[src/rtl/cgs_pkg.sv]
package cgs_pkg;
  typedef enum logic [1:0] {
    ST_IDLE  = 2'd0,
    ST_ARMED = 2'd1,
    ST_COUNT = 2'd2,
    ST_FIRE  = 2'd3
  } seq_state_t;

  localparam int ADDR_W = 2;
  localparam logic [ADDR_W-1:0] ADDR_COUNT = 2'd0;
  localparam logic [ADDR_W-1:0] ADDR_STEP  = 2'd1;
  localparam logic [ADDR_W-1:0] ADDR_ARM   = 2'd2;
endpackage

[src/rtl/cgs_trig_sync.sv]
module cgs_trig_sync #(
  parameter int STAGES = 2
) (
  input  logic clk,
  input  logic rst_n,
  input  logic trig_in,
  output logic trig_rise
);
  logic [STAGES-1:0] chain_q;
  logic              last_q;

  generate
    if (STAGES == 1) begin : g_single
      always_ff @(posedge clk or negedge rst_n) begin
        if (!rst_n) chain_q <= '0;
        else        chain_q <= trig_in;
      end
    end else begin : g_multi
      always_ff @(posedge clk or negedge rst_n) begin
        if (!rst_n) chain_q <= '0;
        else        chain_q <= {chain_q[STAGES-2:0], trig_in};
      end
    end
  endgenerate

  always_ff @(posedge clk or negedge rst_n) begin
    if (!rst_n) last_q <= 1'b0;
    else        last_q <= chain_q[STAGES-1];
  end

  assign trig_rise = chain_q[STAGES-1] & ~last_q;

  // an edge detector never reports two rises back to back
  p_single_rise_r8: assert property (@(posedge clk) disable iff (!rst_n)
    trig_rise |=> !trig_rise);
endmodule

[src/rtl/cgs_cfg_regs.sv]
module cgs_cfg_regs
  import cgs_pkg::*;
#(
  parameter int CNT_W    = 8,
  parameter int STEP_W   = 9,
  parameter int DATA_W   = 9,
  parameter int MAX_STEP = 285
) (
  input  logic              clk,
  input  logic              rst_n,
  input  seq_state_t        state,
  input  logic              cfg_valid,
  output logic              cfg_ready,
  input  logic [ADDR_W-1:0] cfg_addr,
  input  logic [DATA_W-1:0] cfg_data,
  output logic [CNT_W-1:0]  count_val,
  output logic [STEP_W-1:0] step_val,
  output logic              arm_set,
  output logic              arm_clr
);
  localparam logic [STEP_W-1:0] STEP_LIMIT = STEP_W'(MAX_STEP);

  logic              take;
  logic [STEP_W-1:0] step_raw;
  logic [STEP_W-1:0] step_clamped;

  always_comb begin
    unique case (state)
      ST_IDLE:  cfg_ready = 1'b1;
      ST_ARMED: cfg_ready = (cfg_addr == ADDR_ARM);
      default:  cfg_ready = 1'b0;
    endcase
  end

  assign take         = cfg_valid & cfg_ready;
  assign step_raw     = cfg_data[STEP_W-1:0];
  assign step_clamped = (step_raw > STEP_LIMIT) ? STEP_LIMIT : step_raw;
  assign arm_set      = take & (cfg_addr == ADDR_ARM) &  cfg_data[0];
  assign arm_clr      = take & (cfg_addr == ADDR_ARM) & ~cfg_data[0];

  always_ff @(posedge clk or negedge rst_n) begin
    if (!rst_n) begin
      count_val <= '0;
      step_val  <= '0;
    end else if (take) begin
      if (cfg_addr == ADDR_COUNT) count_val <= cfg_data[CNT_W-1:0];
      if (cfg_addr == ADDR_STEP)  step_val  <= step_clamped;
    end
  end

  // the stored step never reaches a full period
  p_step_limit_r3: assert property (@(posedge clk) disable iff (!rst_n)
    step_val <= STEP_LIMIT);
  // settings are frozen whenever the sequencer is not idle
  p_frozen_r9: assert property (@(posedge clk) disable iff (!rst_n)
    (state != ST_IDLE) |=> ($stable(step_val) && $stable(count_val)));
endmodule

[src/rtl/cgs_sequencer.sv]
module cgs_sequencer
  import cgs_pkg::*;
#(
  parameter int CNT_W = 8
) (
  input  logic             clk,
  input  logic             rst_n,
  input  logic             arm_set,
  input  logic             arm_clr,
  input  logic             trig_rise,
  input  logic [CNT_W-1:0] count_val,
  output seq_state_t       state,
  output logic             glitch_sel,
  output logic             armed
);
  logic [CNT_W-1:0] remain_q;

  always_ff @(posedge clk or negedge rst_n) begin
    if (!rst_n) begin
      state    <= ST_IDLE;
      remain_q <= '0;
    end else begin
      unique case (state)
        ST_IDLE: if (arm_set) state <= ST_ARMED;
        ST_ARMED: begin
          if (arm_clr) begin
            state <= ST_IDLE;
          end else if (trig_rise) begin
            state    <= ST_COUNT;
            remain_q <= count_val;
          end
        end
        ST_COUNT: begin
          if (remain_q == '0) state    <= ST_FIRE;
          else                remain_q <= remain_q - 1'b1;
        end
        default: state <= ST_IDLE;
      endcase
    end
  end

  assign glitch_sel = (state == ST_FIRE);
  assign armed      = (state != ST_IDLE);

  // the select pulse is one reference cycle wide
  p_one_cycle_r7: assert property (@(posedge clk) disable iff (!rst_n)
    glitch_sel |=> !glitch_sel);
  // the block disarms as the select pulse ends
  p_release_r7: assert property (@(posedge clk) disable iff (!rst_n)
    $fell(glitch_sel) |-> !armed);
  // a disarm while waiting takes effect at once
  p_disarm_r10: assert property (@(posedge clk) disable iff (!rst_n)
    (arm_clr && state == ST_ARMED) |=> !armed);
endmodule

[src/rtl/cgs_phase_code.sv]
module cgs_phase_code #(
  parameter int STEP_W   = 9,
  parameter bit ROUND_UP = 1'b0
) (
  input  logic [STEP_W-1:0] step_val,
  output logic [STEP_W-1:0] code_rise,
  output logic [STEP_W-1:0] code_fall
);
  assign code_rise = step_val;

  generate
    if (ROUND_UP) begin : g_round
      assign code_fall = (step_val >> 1) + STEP_W'(step_val[0]);
    end else begin : g_trunc
      assign code_fall = step_val >> 1;
    end
  endgenerate
endmodule

[src/rtl/clk_glitch_seq.sv]
module clk_glitch_seq
  import cgs_pkg::*;
#(
  parameter int CNT_W       = 8,
  parameter int STEP_W      = 9,
  parameter int MAX_STEP    = 285,
  parameter int SYNC_STAGES = 2,
  parameter bit ROUND_UP    = 1'b0,
  localparam int DATA_W     = (CNT_W > STEP_W) ? CNT_W : STEP_W
) (
  input  logic              clk,
  input  logic              rst_n,
  input  logic              trig_in,
  input  logic              cfg_valid,
  output logic              cfg_ready,
  input  logic [ADDR_W-1:0] cfg_addr,
  input  logic [DATA_W-1:0] cfg_data,
  output logic              glitch_sel,
  output logic              armed,
  output logic [STEP_W-1:0] code_rise,
  output logic [STEP_W-1:0] code_fall
);
  seq_state_t        state;
  logic              trig_rise;
  logic              arm_set;
  logic              arm_clr;
  logic [CNT_W-1:0]  count_val;
  logic [STEP_W-1:0] step_val;

  cgs_trig_sync #(.STAGES(SYNC_STAGES)) u_sync (
    .clk(clk), .rst_n(rst_n), .trig_in(trig_in), .trig_rise(trig_rise)
  );

  cgs_cfg_regs #(
    .CNT_W(CNT_W), .STEP_W(STEP_W), .DATA_W(DATA_W), .MAX_STEP(MAX_STEP)
  ) u_regs (
    .clk(clk), .rst_n(rst_n), .state(state),
    .cfg_valid(cfg_valid), .cfg_ready(cfg_ready),
    .cfg_addr(cfg_addr), .cfg_data(cfg_data),
    .count_val(count_val), .step_val(step_val),
    .arm_set(arm_set), .arm_clr(arm_clr)
  );

  cgs_sequencer #(.CNT_W(CNT_W)) u_seq (
    .clk(clk), .rst_n(rst_n), .arm_set(arm_set), .arm_clr(arm_clr),
    .trig_rise(trig_rise), .count_val(count_val), .state(state),
    .glitch_sel(glitch_sel), .armed(armed)
  );

  cgs_phase_code #(.STEP_W(STEP_W), .ROUND_UP(ROUND_UP)) u_code (
    .step_val(step_val), .code_rise(code_rise), .code_fall(code_fall)
  );

  // no write is accepted while the select cycle is running
  p_busy_r5: assert property (@(posedge clk) disable iff (!rst_n)
    glitch_sel |-> !cfg_ready);
  // delay codes hold while armed
  p_codes_hold_r9: assert property (@(posedge clk) disable iff (!rst_n)
    (armed && $past(armed)) |-> ($stable(code_rise) && $stable(code_fall)));
endmodule

[config.mk]
export PLATFORM = sky130hd
export DESIGN_NAME = clk_glitch_seq
export DESIGN_NICKNAME = d
export VERILOG_FILES = /design/src/rtl/cgs_pkg.sv /design/src/rtl/cgs_trig_sync.sv /design/src/rtl/cgs_cfg_regs.sv /design/src/rtl/cgs_sequencer.sv /design/src/rtl/cgs_phase_code.sv /design/src/rtl/clk_glitch_seq.sv
export SDC_FILE = /design/constraint.sdc
export NUM_CORES = 1
export LEC_CHECK = 0
export BUFFER_PORTS_ARGS = -buffer_cell sky130_fd_sc_hd__buf_2
export CORE_UTILIZATION = 45
export DETAILED_ROUTE_END_ITERATION = 6
export PLACE_DENSITY = 0.69
export SYNTH_ARGS = -nofsm -noshare
export SYNTH_HDL_FRONTEND = slang
export SYNTH_SLANG_ARGS = --single-unit
[constraint.sdc]
create_clock -name clk -period 1.7 [get_ports clk]
set_input_delay 0.255 -clock clk [delete_from_list [all_inputs] [get_ports clk]]
set_output_delay 0.255 -clock clk [all_outputs]
set_load 0.05 [all_outputs]
* After elaboration in Yosys (flattened, before gate mapping)
Cells that the tools add are included.
** Word-level totals
- Flip-flop bits (word level) :: 30
- Bits of input ports :: 15
- Output and inout bits :: 21
- Word-level logic and storage cells :: 46
** Operators by class
- $add $sub $neg :: 1
- $lt $le $gt $ge :: 1
- Eq/ne operators :: 11
- Muxes and demuxes :: 11
- Bitwise gates (word level) :: 7
- Reduce and logical (&&, ||, !) cells :: 9
** Operator list (count)
- $mux 8 :: 3
- $pmux 8 s2 :: 1
- $gt 9x9->1 const B :: 1
- $mux 9 :: 1
- $logic_not 8->1 :: 1
- $mux 2 :: 4
- $ne 2x2->1 const B :: 4
- $sub 8x1->8 const B :: 1
- $eq 2x2->1 const B :: 3
- $pmux 2 s3 :: 1
- $and 1x1->1 :: 5
- $eq 2x1->1 const B :: 2
- $logic_not 2->1 :: 2
- $reduce_and 2->1 :: 2
- $reduce_and 4->1 :: 1
- $reduce_bool 2->1 :: 2
- $ne 3x3->1 const B :: 1
- $reduce_and 3->1 :: 1
- $ne 2x1->1 const B :: 1
- $not 1->1 :: 2
- $pmux 1 s2 :: 1

* Logic depth before layout (Yosys ltp)
Gate-level depths: netlist of run 1.
- Word-level depth :: 7
- Gate-level depth with buffers :: 6
- Gate-level depth less buffers :: 6

* Modules after synthesis
A second synthesis of run 1 with hierarchy kept.
** Unflattened totals
- Cells, all modules :: 153
- Area, all modules :: 1685.4 um^2
** By module, submodules not included
- cgs_cfg_regs :: times used 1, cells an instance 55, area each 762.0 um^2, sequential area each 425.4 um^2
- cgs_sequencer :: times used 1, cells an instance 75, area each 695.7 um^2, sequential area each 250.2 um^2
- cgs_phase_code :: times used 1, cells an instance 19, area each 138.9 um^2, sequential area each 0.0 um^2
- cgs_trig_sync :: times used 1, cells an instance 4, area each 88.8 um^2, sequential area each 75.1 um^2

* Least setup slack after synthesis of run 1
Ideal clock, no wire load.
- Kind :: reg2reg
- Start :: register u_seq.state[1]
- End :: register u_regs.count_val[0]
- Arrival :: 1383 ps
- Required time :: 1573 ps
- Slack :: 189 ps
- Cell stages (with the launch flop) :: 5
- Path buffers :: 1
- Clock period less this slack :: 1511 ps
- Cells stage by stage :: dfrtp_1 -> nor4b_4 -> and2_1 -> buf_4 -> mux2_1
** Between the ends
- Longest elaborated chain between the ends :: 4
- Elaborated cells on any way between the ends :: 5
** Ends and longest elaborated chain
- from (decl) :: line cgs_sequencer.sv:12 : output seq_state_t state,
- from (signal assigned) :: line cgs_sequencer.sv:20 : state <= ST_IDLE;
- from (signal assigned) :: line cgs_sequencer.sv:24 : ST_IDLE: if (arm_set) state <= ST_ARMED;
- from (signal assigned) :: line cgs_sequencer.sv:27 : state <= ST_IDLE;
- $eq 2x1->1 / $logic_not 2->1 (equally long branches) :: line cgs_cfg_regs.sv:28 : unique case (state)
- $pmux 1 s2 (*) :: line cgs_cfg_regs.sv:28
- $and 1x1->1 (*) :: line cgs_cfg_regs.sv:35 : assign take = cfg_valid & cfg_ready;
- $reduce_and 2->1 (no line) (*)
- to (signal assigned) :: line cgs_cfg_regs.sv:46 : if (cfg_addr == ADDR_COUNT) count_val <= cfg_data[CNT_W-1:0];
- to (decl) :: line cgs_cfg_regs.sv:16 : output logic [CNT_W-1:0] count_val,
Mark *: on every way between the ends. The rest lies on a longest branch, timed or not.
A chain may end at the register's enable or synchronous reset.

* Worst setup path after layout of run 1
- Start :: register u_seq.state[1]
- End :: output port armed
** Between the ends
- Longest elaborated chain between the ends :: 1
** Ends and longest elaborated chain
- $reduce_bool 2->1 :: line cgs_sequencer.sv:43 : assign armed = (state != ST_IDLE);
- to (decl) :: line clk_glitch_seq.sv:19 : output logic armed,
Every way passes these cells.

==> results of run 1 <==
==> kinds of logic after synthesis <==
family	synth area share
compound gates	0.153
fa+ha+maj	0.0162
buf+inv	0.0771
flops	0.487
mux	0.0649
other cells	0.00243
simple gates	0.199
==> cell usage after synthesis (2+ instances only) <==
library cell / number
dfrtp_1: 30
nand2_1: 14
buf_4: 10
mux2_1: 8
o21ai_1: 7
inv_1: 6
nor2_1: 6
a21oi_1: 5
and2_1: 4
nand2b_1: 4
nor3_1: 4
o22a_1: 4
a211oi_1: 3
a22oi_1: 2
a31oi_1: 2
buf_2: 2
ha_1: 2
nand3_1: 2
o2bb2ai_1: 2
==> routing by layer <==
layer / global-route usage / part of all wire / vias up
met1: 0.243 / 0.45 / 586
met2: 0.301 / 0.49 / 36
met4: 0.0779 / 0.016 / 0
met3: 0.0768 / 0.045 / 4
li1: - / - / 569
met5: 0 / 0 / -
==> sequential cells by signal, summed over array words and instances (netlist names) <==
| register | count |
|---|---|
| u_regs.step_val | 9 |
| u_seq.remain_q | 8 |
| u_sync.last_q | 1 |
| u_regs.count_val | 8 |
| u_seq.state | 2 |
| u_sync.chain_q | 2 |
==> final cells by class <==
| type | instances | share of cell area |
|---|---|---|
| flip-flops and latches | 30 | 0.414 |
| multi-input cells | 94 | 0.371 |
| repair buffers | 41 | 0.129 |
| well taps | 44 | 0.0304 |
| clock inverters | 3 | 0.0221 |
| clock buffers | 5 | 0.0207 |
| inverters | 6 | 0.0124 |
==> power groups by stage <==
stage                     sequential, W  clock [W]  combinational, W
after floorplan                 0.00162          0           0.00127
after global placement          0.00130          0           0.00189
after detailed placement        0.00132          0           0.00193
after CTS                       0.00130   0.000566           0.00194
after global routing            0.00134   0.000597           0.00209
final                           0.00130   0.000556           0.00196
==> metrics by stage <==
step	cells	total power, W	setup WS, ns	area [um2]	utilization
finish	223	0.00382	0.0724	1810	0.575
global route	223	0.00403	0.0170	1810	0.575
CTS	221	0.00380	0.0179	1790	0.567
detailed placement	212	0.00325	0.0736	1700	0.539
global placement	212	0.00319	0.143	1700	0.539
floorplan	143	0.00289	0.189	1540	-
==> worst max-delay path by stage <==
| stage | startpoint | end | slack [ns] |
|---|---|---|---|
| finish | u_seq.state[1]$_DFFE_PN0P_ | armed | 0.07 |
| global route | u_seq.state[1]$_DFFE_PN0P_ | armed | 0.02 |
| CTS | u_seq.state[1]$_DFFE_PN0P_ | armed | 0.02 |
| detailed placement | u_seq.state[0]$_DFFE_PN0P_ | u_regs.count_val[5]$_DFFE_PN0P_ | 0.07 |
| global placement | u_seq.state[0]$_DFFE_PN0P_ | u_regs.count_val[5]$_DFFE_PN0P_ | 0.14 |
| floorplan | u_seq.state[1]$_DFFE_PN0P_ | u_regs.count_val[0]$_DFFE_PN0P_ | 0.19 |
==> worst max-delay path, delay by kind of cell (launching register included) <==
family	cells	cell delay (ns)
buffers and inverters	2	0.33
and+or+nand+nor	1	0.30
DFF	1	0.42
==> repair_timing <==
action,4_1_cts,5_1_grt
buffers inserted,0,1
hold endpoints to repair,30,1
hold buffers,1,1
gates resized for setup,0,4
endpoints found under the setup margin,0,5
==> reports/metrics.yaml, run 1 <==
timing:
  rsz0062_at_grt: "false"
  maxSlewHeadroom: 0.564
  max_freq_ghz: 0.614
  fin_crit_ns: 1.63
  finalHoldViolCount: 0
  drv_slew: 0
  worstMarginPinSlew_ns: 0.654
  worst_hold_slack_ns: 0.171
  finalSetupTns_ns: 0
  post-route-period-util: 0.957
  clock_skew_ns: 0.00643
  setup-violations-final: 0
synthesis:
  netlist_area_mm2: 0.00154
  synth_fp_nets: 160
  ys_ff_latch: 30
  synth_edf_count: 0
  synth.top_cell.area_share: 0.487
  syn_avg_cell_area_um2: 10.8
  synth_cells: 143
  yosysSeqAreaShare: 0.487
  synth-main-ff-cell: "dfrtp_1"
  synth.distinct_cells: 45
  synth_area_leaders: "dfrtp_1 49%, mux2_1 5.8%, buf_4 4.9%"
  yosysTopAreaCell: "dfrtp_1"
  async_flop_share: 1.00
  yosys_warnings: 0
global_route:
  grtUsageTotal: 0.194
  overflow: 0
  grt_pass1_wl_mm: 4.97
  grt_max_degree: 31
  grt_pass1_vias: 1148
  antenna_found_initial: 0
clocking:
  clk_pin_slew_ns: 0.10
  clock_sinks: 30
  clk_latency_ns: 0.33
  htree_levels: 2
  cts_made_buffers: 5
  cts_tree: "done"
  root_buffer: "clkbuf_4"
  clockBufferDepth: 2
power:
  p_clk_frac: 0.146
  swShare: 0.490
  p_int_w: 0.00195
  seqPwrFrac: 0.341
  combPwrFrac: 0.513
  peakVddDrop_uv: 1070
  switchingPower_w: 0.00187
  p_per_area_mw_per_mm2: 2110
  power_leakage_nw: 0.846
worst_setup_path:
  regToRegStartpoint: "u_seq.remain_q[4]$_DFFE_PN0P_"
  cp_cell_sequence: "buf_4 > or2_2 > buf_6"
  worstSetupPathType: "reg -> out"
  r2r_setup_slack_ns: 0.12
  worst-endpoint-required_ns: 1.44
  cp-start-kind: "register"
  critPathMaxFanout: 8
  cp-end-kind: "primary output"
  cpPeakStageDelay_ns: 0.42
  reg2reg_depth: 5
  slowest_stage: "dfrtp_1"
  rr_endpoint: "u_seq.remain_q[3]$_DFFE_PN0P_"
  worstPathArrival_ns: 1.37
finish:
  layout_commonest_cell: "buf_2"
  layout.nets: 195
  n_fill_cell: 298
  syn_to_final_growth_pct: 17.6
  seqCellArea_um2: 751
  n_antenna_cell: 0
  multi_input_area_um2: 673
  drive_gt1_frac: 0.318
  mostFrequentLayoutCells: "33 x buf_2, 30 x dfrtp_1, 14 x nand2_1"
die:
  die_w_um: 60.5
  die_area_mm2: 0.00366
  coreArea_mm2: 0.00315
  start_util: 0.489
  die_h_um: 60.5
  rows: 20
  boundaryPins: 36
outcome:
  outcome: "finished clean"
hold_path:
  hold_class: "in -> reg"
  holdPathEnd: "u_regs.step_val[0]$_DFFE_PN0P_"
  min_from: "cfg_data[0]"
  holdPathStages: 2
routing:
  dr.pass1.iters: 4
  routed_wl_mm: 3.13
  antenna_left: 0
  num_vias: 1195
  viasPerCell: 5.36
  drt_iter0_drc: 39
  drcViolationCount: 0
  avgRoutedWirePerCell_um: 14.0
placement:
  portBuffers: 34
  gp_congestion: 0.820
  dp_hpwl_mm: 2.38
run:
  maxCapViolCount: 0
Note: power is estimated with default switching activity, not from simulation.
==> inputs of run 2 (changes only) <==
--- a/config.mk
+++ b/config.mk
@@ -6,9 +6,9 @@
 export NUM_CORES = 1
 export LEC_CHECK = 0
 export BUFFER_PORTS_ARGS = -buffer_cell sky130_fd_sc_hd__buf_2
-export CORE_UTILIZATION = 45
+export CORE_UTILIZATION = 53
 export DETAILED_ROUTE_END_ITERATION = 6
-export PLACE_DENSITY = 0.69
+export PLACE_DENSITY = 0.78
 export SYNTH_ARGS = -nofsm -noshare
 export SYNTH_HDL_FRONTEND = slang
 export SYNTH_SLANG_ARGS = --single-unit
==> run 2 against run 1 <==
Against the previous run:
- die area decreased by 15%
- clock power fell by 23%
- first-iteration DRC count down 21%
- critical path type unchanged
- largest cell class unchanged
==> reports/metrics.yaml, run 2 (synthesized netlist as in run 1, its figures left out) <==
worst_setup_path:
  regToRegStartpoint: "u_seq.remain_q[3]$_DFFE_PN0P_"
  cp_cell_sequence: "buf_4 > or2_2 > buf_2"
  reg2reg_depth: 4
  critPathMaxFanout: 8
  worstPathArrival_ns: 1.39
  cp_num_buf_inv: 2
  rr_endpoint: "u_seq.remain_q[5]$_DFFE_PN0P_"
  critPathTopFamily: "flip-flops"
  cpPeakStageDelay_ns: 0.42
  slowest_stage: "dfrtp_1"
  cp-start-kind: "register"
  r2r_setup_slack_ns: 0.12
  worstSetupPathType: "reg -> out"
  worst-endpoint-required_ns: 1.44
  cp-end-kind: "primary output"
timing:
  fin_crit_ns: 1.65
  worst_hold_slack_ns: 0.0534
  maxSlewHeadroom: 0.562
  drv_slew: 0
  rsz0062_at_grt: "false"
  setup-violations-final: 0
  worstMarginPinSlew_ns: 0.658
  finalHoldViolCount: 0
  finalSetupTns_ns: 0
  max_freq_ghz: 0.606
  post-route-period-util: 0.970
  clock_skew_ns: 0.00714
placement:
  dp_hpwl_mm: 2.42
  portBuffers: 34
  gp_congestion: 0.802
  placed_cells: 199
finish:
  largest_register: "u_regs.step_val"
  top_regs: "u_regs.step_val x9, u_regs.count_val x8, u_seq.remain_q x8"
  fin_cells: 208
  seqCellArea_um2: 751
  n_fill_cell: 224
  multi_input_area_um2: 673
  layout_commonest_cell: "buf_2"
  n_antenna_cell: 0
  largest_reg_flops: 9
  syn_to_final_growth_pct: 13.9
  mostFrequentLayoutCells: "34 x buf_2, 30 x dfrtp_1, 14 x nand2_1"
  drive_gt1_frac: 0.311
  layout.nets: 193
  fin_util: 0.637
power:
  p_per_area_mw_per_mm2: 2090
  power_leakage_nw: 0.825
  p_int_w: 0.00182
  p_clk_frac: 0.117
  seqPwrFrac: 0.357
  total_power_w: 0.00367
  swShare: 0.506
  switchingPower_w: 0.00186
  combPwrFrac: 0.526
  peakVddDrop_uv: 1620
global_route:
  overflow: 0
  grt_pass1_vias: 1206
  grt_max_degree: 31
  antenna_found_initial: 0
  grtUsageTotal: 0.230
  grt_pass1_wl_mm: 5.49
routing:
  dr.pass1.iters: 4
  num_vias: 1170
  drcViolationCount: 0
  viasPerCell: 5.63
  drt_iter0_drc: 31
  avgRoutedWirePerCell_um: 15.4
  routed_wl_mm: 3.20
  antenna_left: 0
die:
  die_area_mm2: 0.00313
  die_w_um: 55.9
  start_util: 0.559
  die_h_um: 55.9
  coreArea_mm2: 0.00276
  rows: 19
  boundaryPins: 36
clocking:
  cts_made_buffers: 5
  cts_tree: "done"
  clk_pin_slew_ns: 0.08
  htree_levels: 2
  clock_sinks: 30
  root_buffer: "clkbuf_4"
  clk_latency_ns: 0.31
  clockBufferDepth: 2
hold_path:
  hold_class: "in -> reg"
  holdPathStages: 1
  holdPathEnd: "u_sync.chain_q[0]$_DFF_PN0_"
  min_from: "trig_in"
run:
  maxCapViolCount: 0
outcome:
  outcome: "finished clean"
run 2: layer usage:
metal / vias to the layer above / part of all wire / track usage / wire length (um)
met2: 28 / 0.50 / 0.363 / 1600
met4: 0 / 0.014 / 0.118 / 45
met1: 567 / 0.45 / 0.296 / 1440
li1: 569 / - / - / -
met3: 6 / 0.037 / 0.0535 / 118
met5: - / 0 / 0 / 0
run 2: final cells by class:
type	count	share of cell area
Clock buffer	7	0.0314
Clock inverter	1	0.00285
Inverter	6	0.0128
Multi-Input combinational cell	94	0.383
Sequential cell	30	0.428
Tap cell	31	0.0221
Timing Repair Buffer	39	0.120
run 2: power groups by stage:
| stage | Sequential (W) | Clock (W) | Combinational (W) |
|---|---|---|---|
| 2_1_floorplan | 0.00162 | 0 | 0.00127 |
| 3_3_place_gp | 0.00129 | 0 | 0.00188 |
| 3_5_place_dp | 0.00132 | 0 | 0.00193 |
| 4_1_cts | 0.00131 | 0.000447 | 0.00194 |
| 5_1_grt | 0.00135 | 0.000478 | 0.00207 |
| 6_report | 0.00131 | 0.000429 | 0.00193 |
run 2: how the worst max path moves through the flow:
stage | from | to | cells past startpoint
floorplan | u_seq.state[1]$_DFFE_PN0P_ | u_regs.count_val[0]$_DFFE_PN0P_ | 4
global placement | u_seq.state[1]$_DFFE_PN0P_ | u_regs.count_val[0]$_DFFE_PN0P_ | 3
detailed placement | u_seq.state[1]$_DFFE_PN0P_ | u_regs.count_val[6]$_DFFE_PN0P_ | 3
CTS | u_seq.state[1]$_DFFE_PN0P_ | armed | 3
global route | u_seq.state[1]$_DFFE_PN0P_ | armed | 3
finish | u_seq.state[1]$_DFFE_PN0P_ | armed | 3
run 2: through the flow:
| step | instance area, um2 | setup slack, ns |
|---|---|---|
| finish | 1760 | 0.0507 |
| CTS | 1750 | 0.0325 |
| detailed placement | 1680 | 0.0689 |
| floorplan | 1540 | 0.189 |
| global placement | 1680 | 0.166 |
| global route | 1760 | 0.00232 |
run 2: repair_timing:
action,in CTS,in global routing
hold buffers,1,0
setup buffers,0,0
setup endpoints to repair,0,1
resized for setup,0,1
hold endpoints to repair,30,0
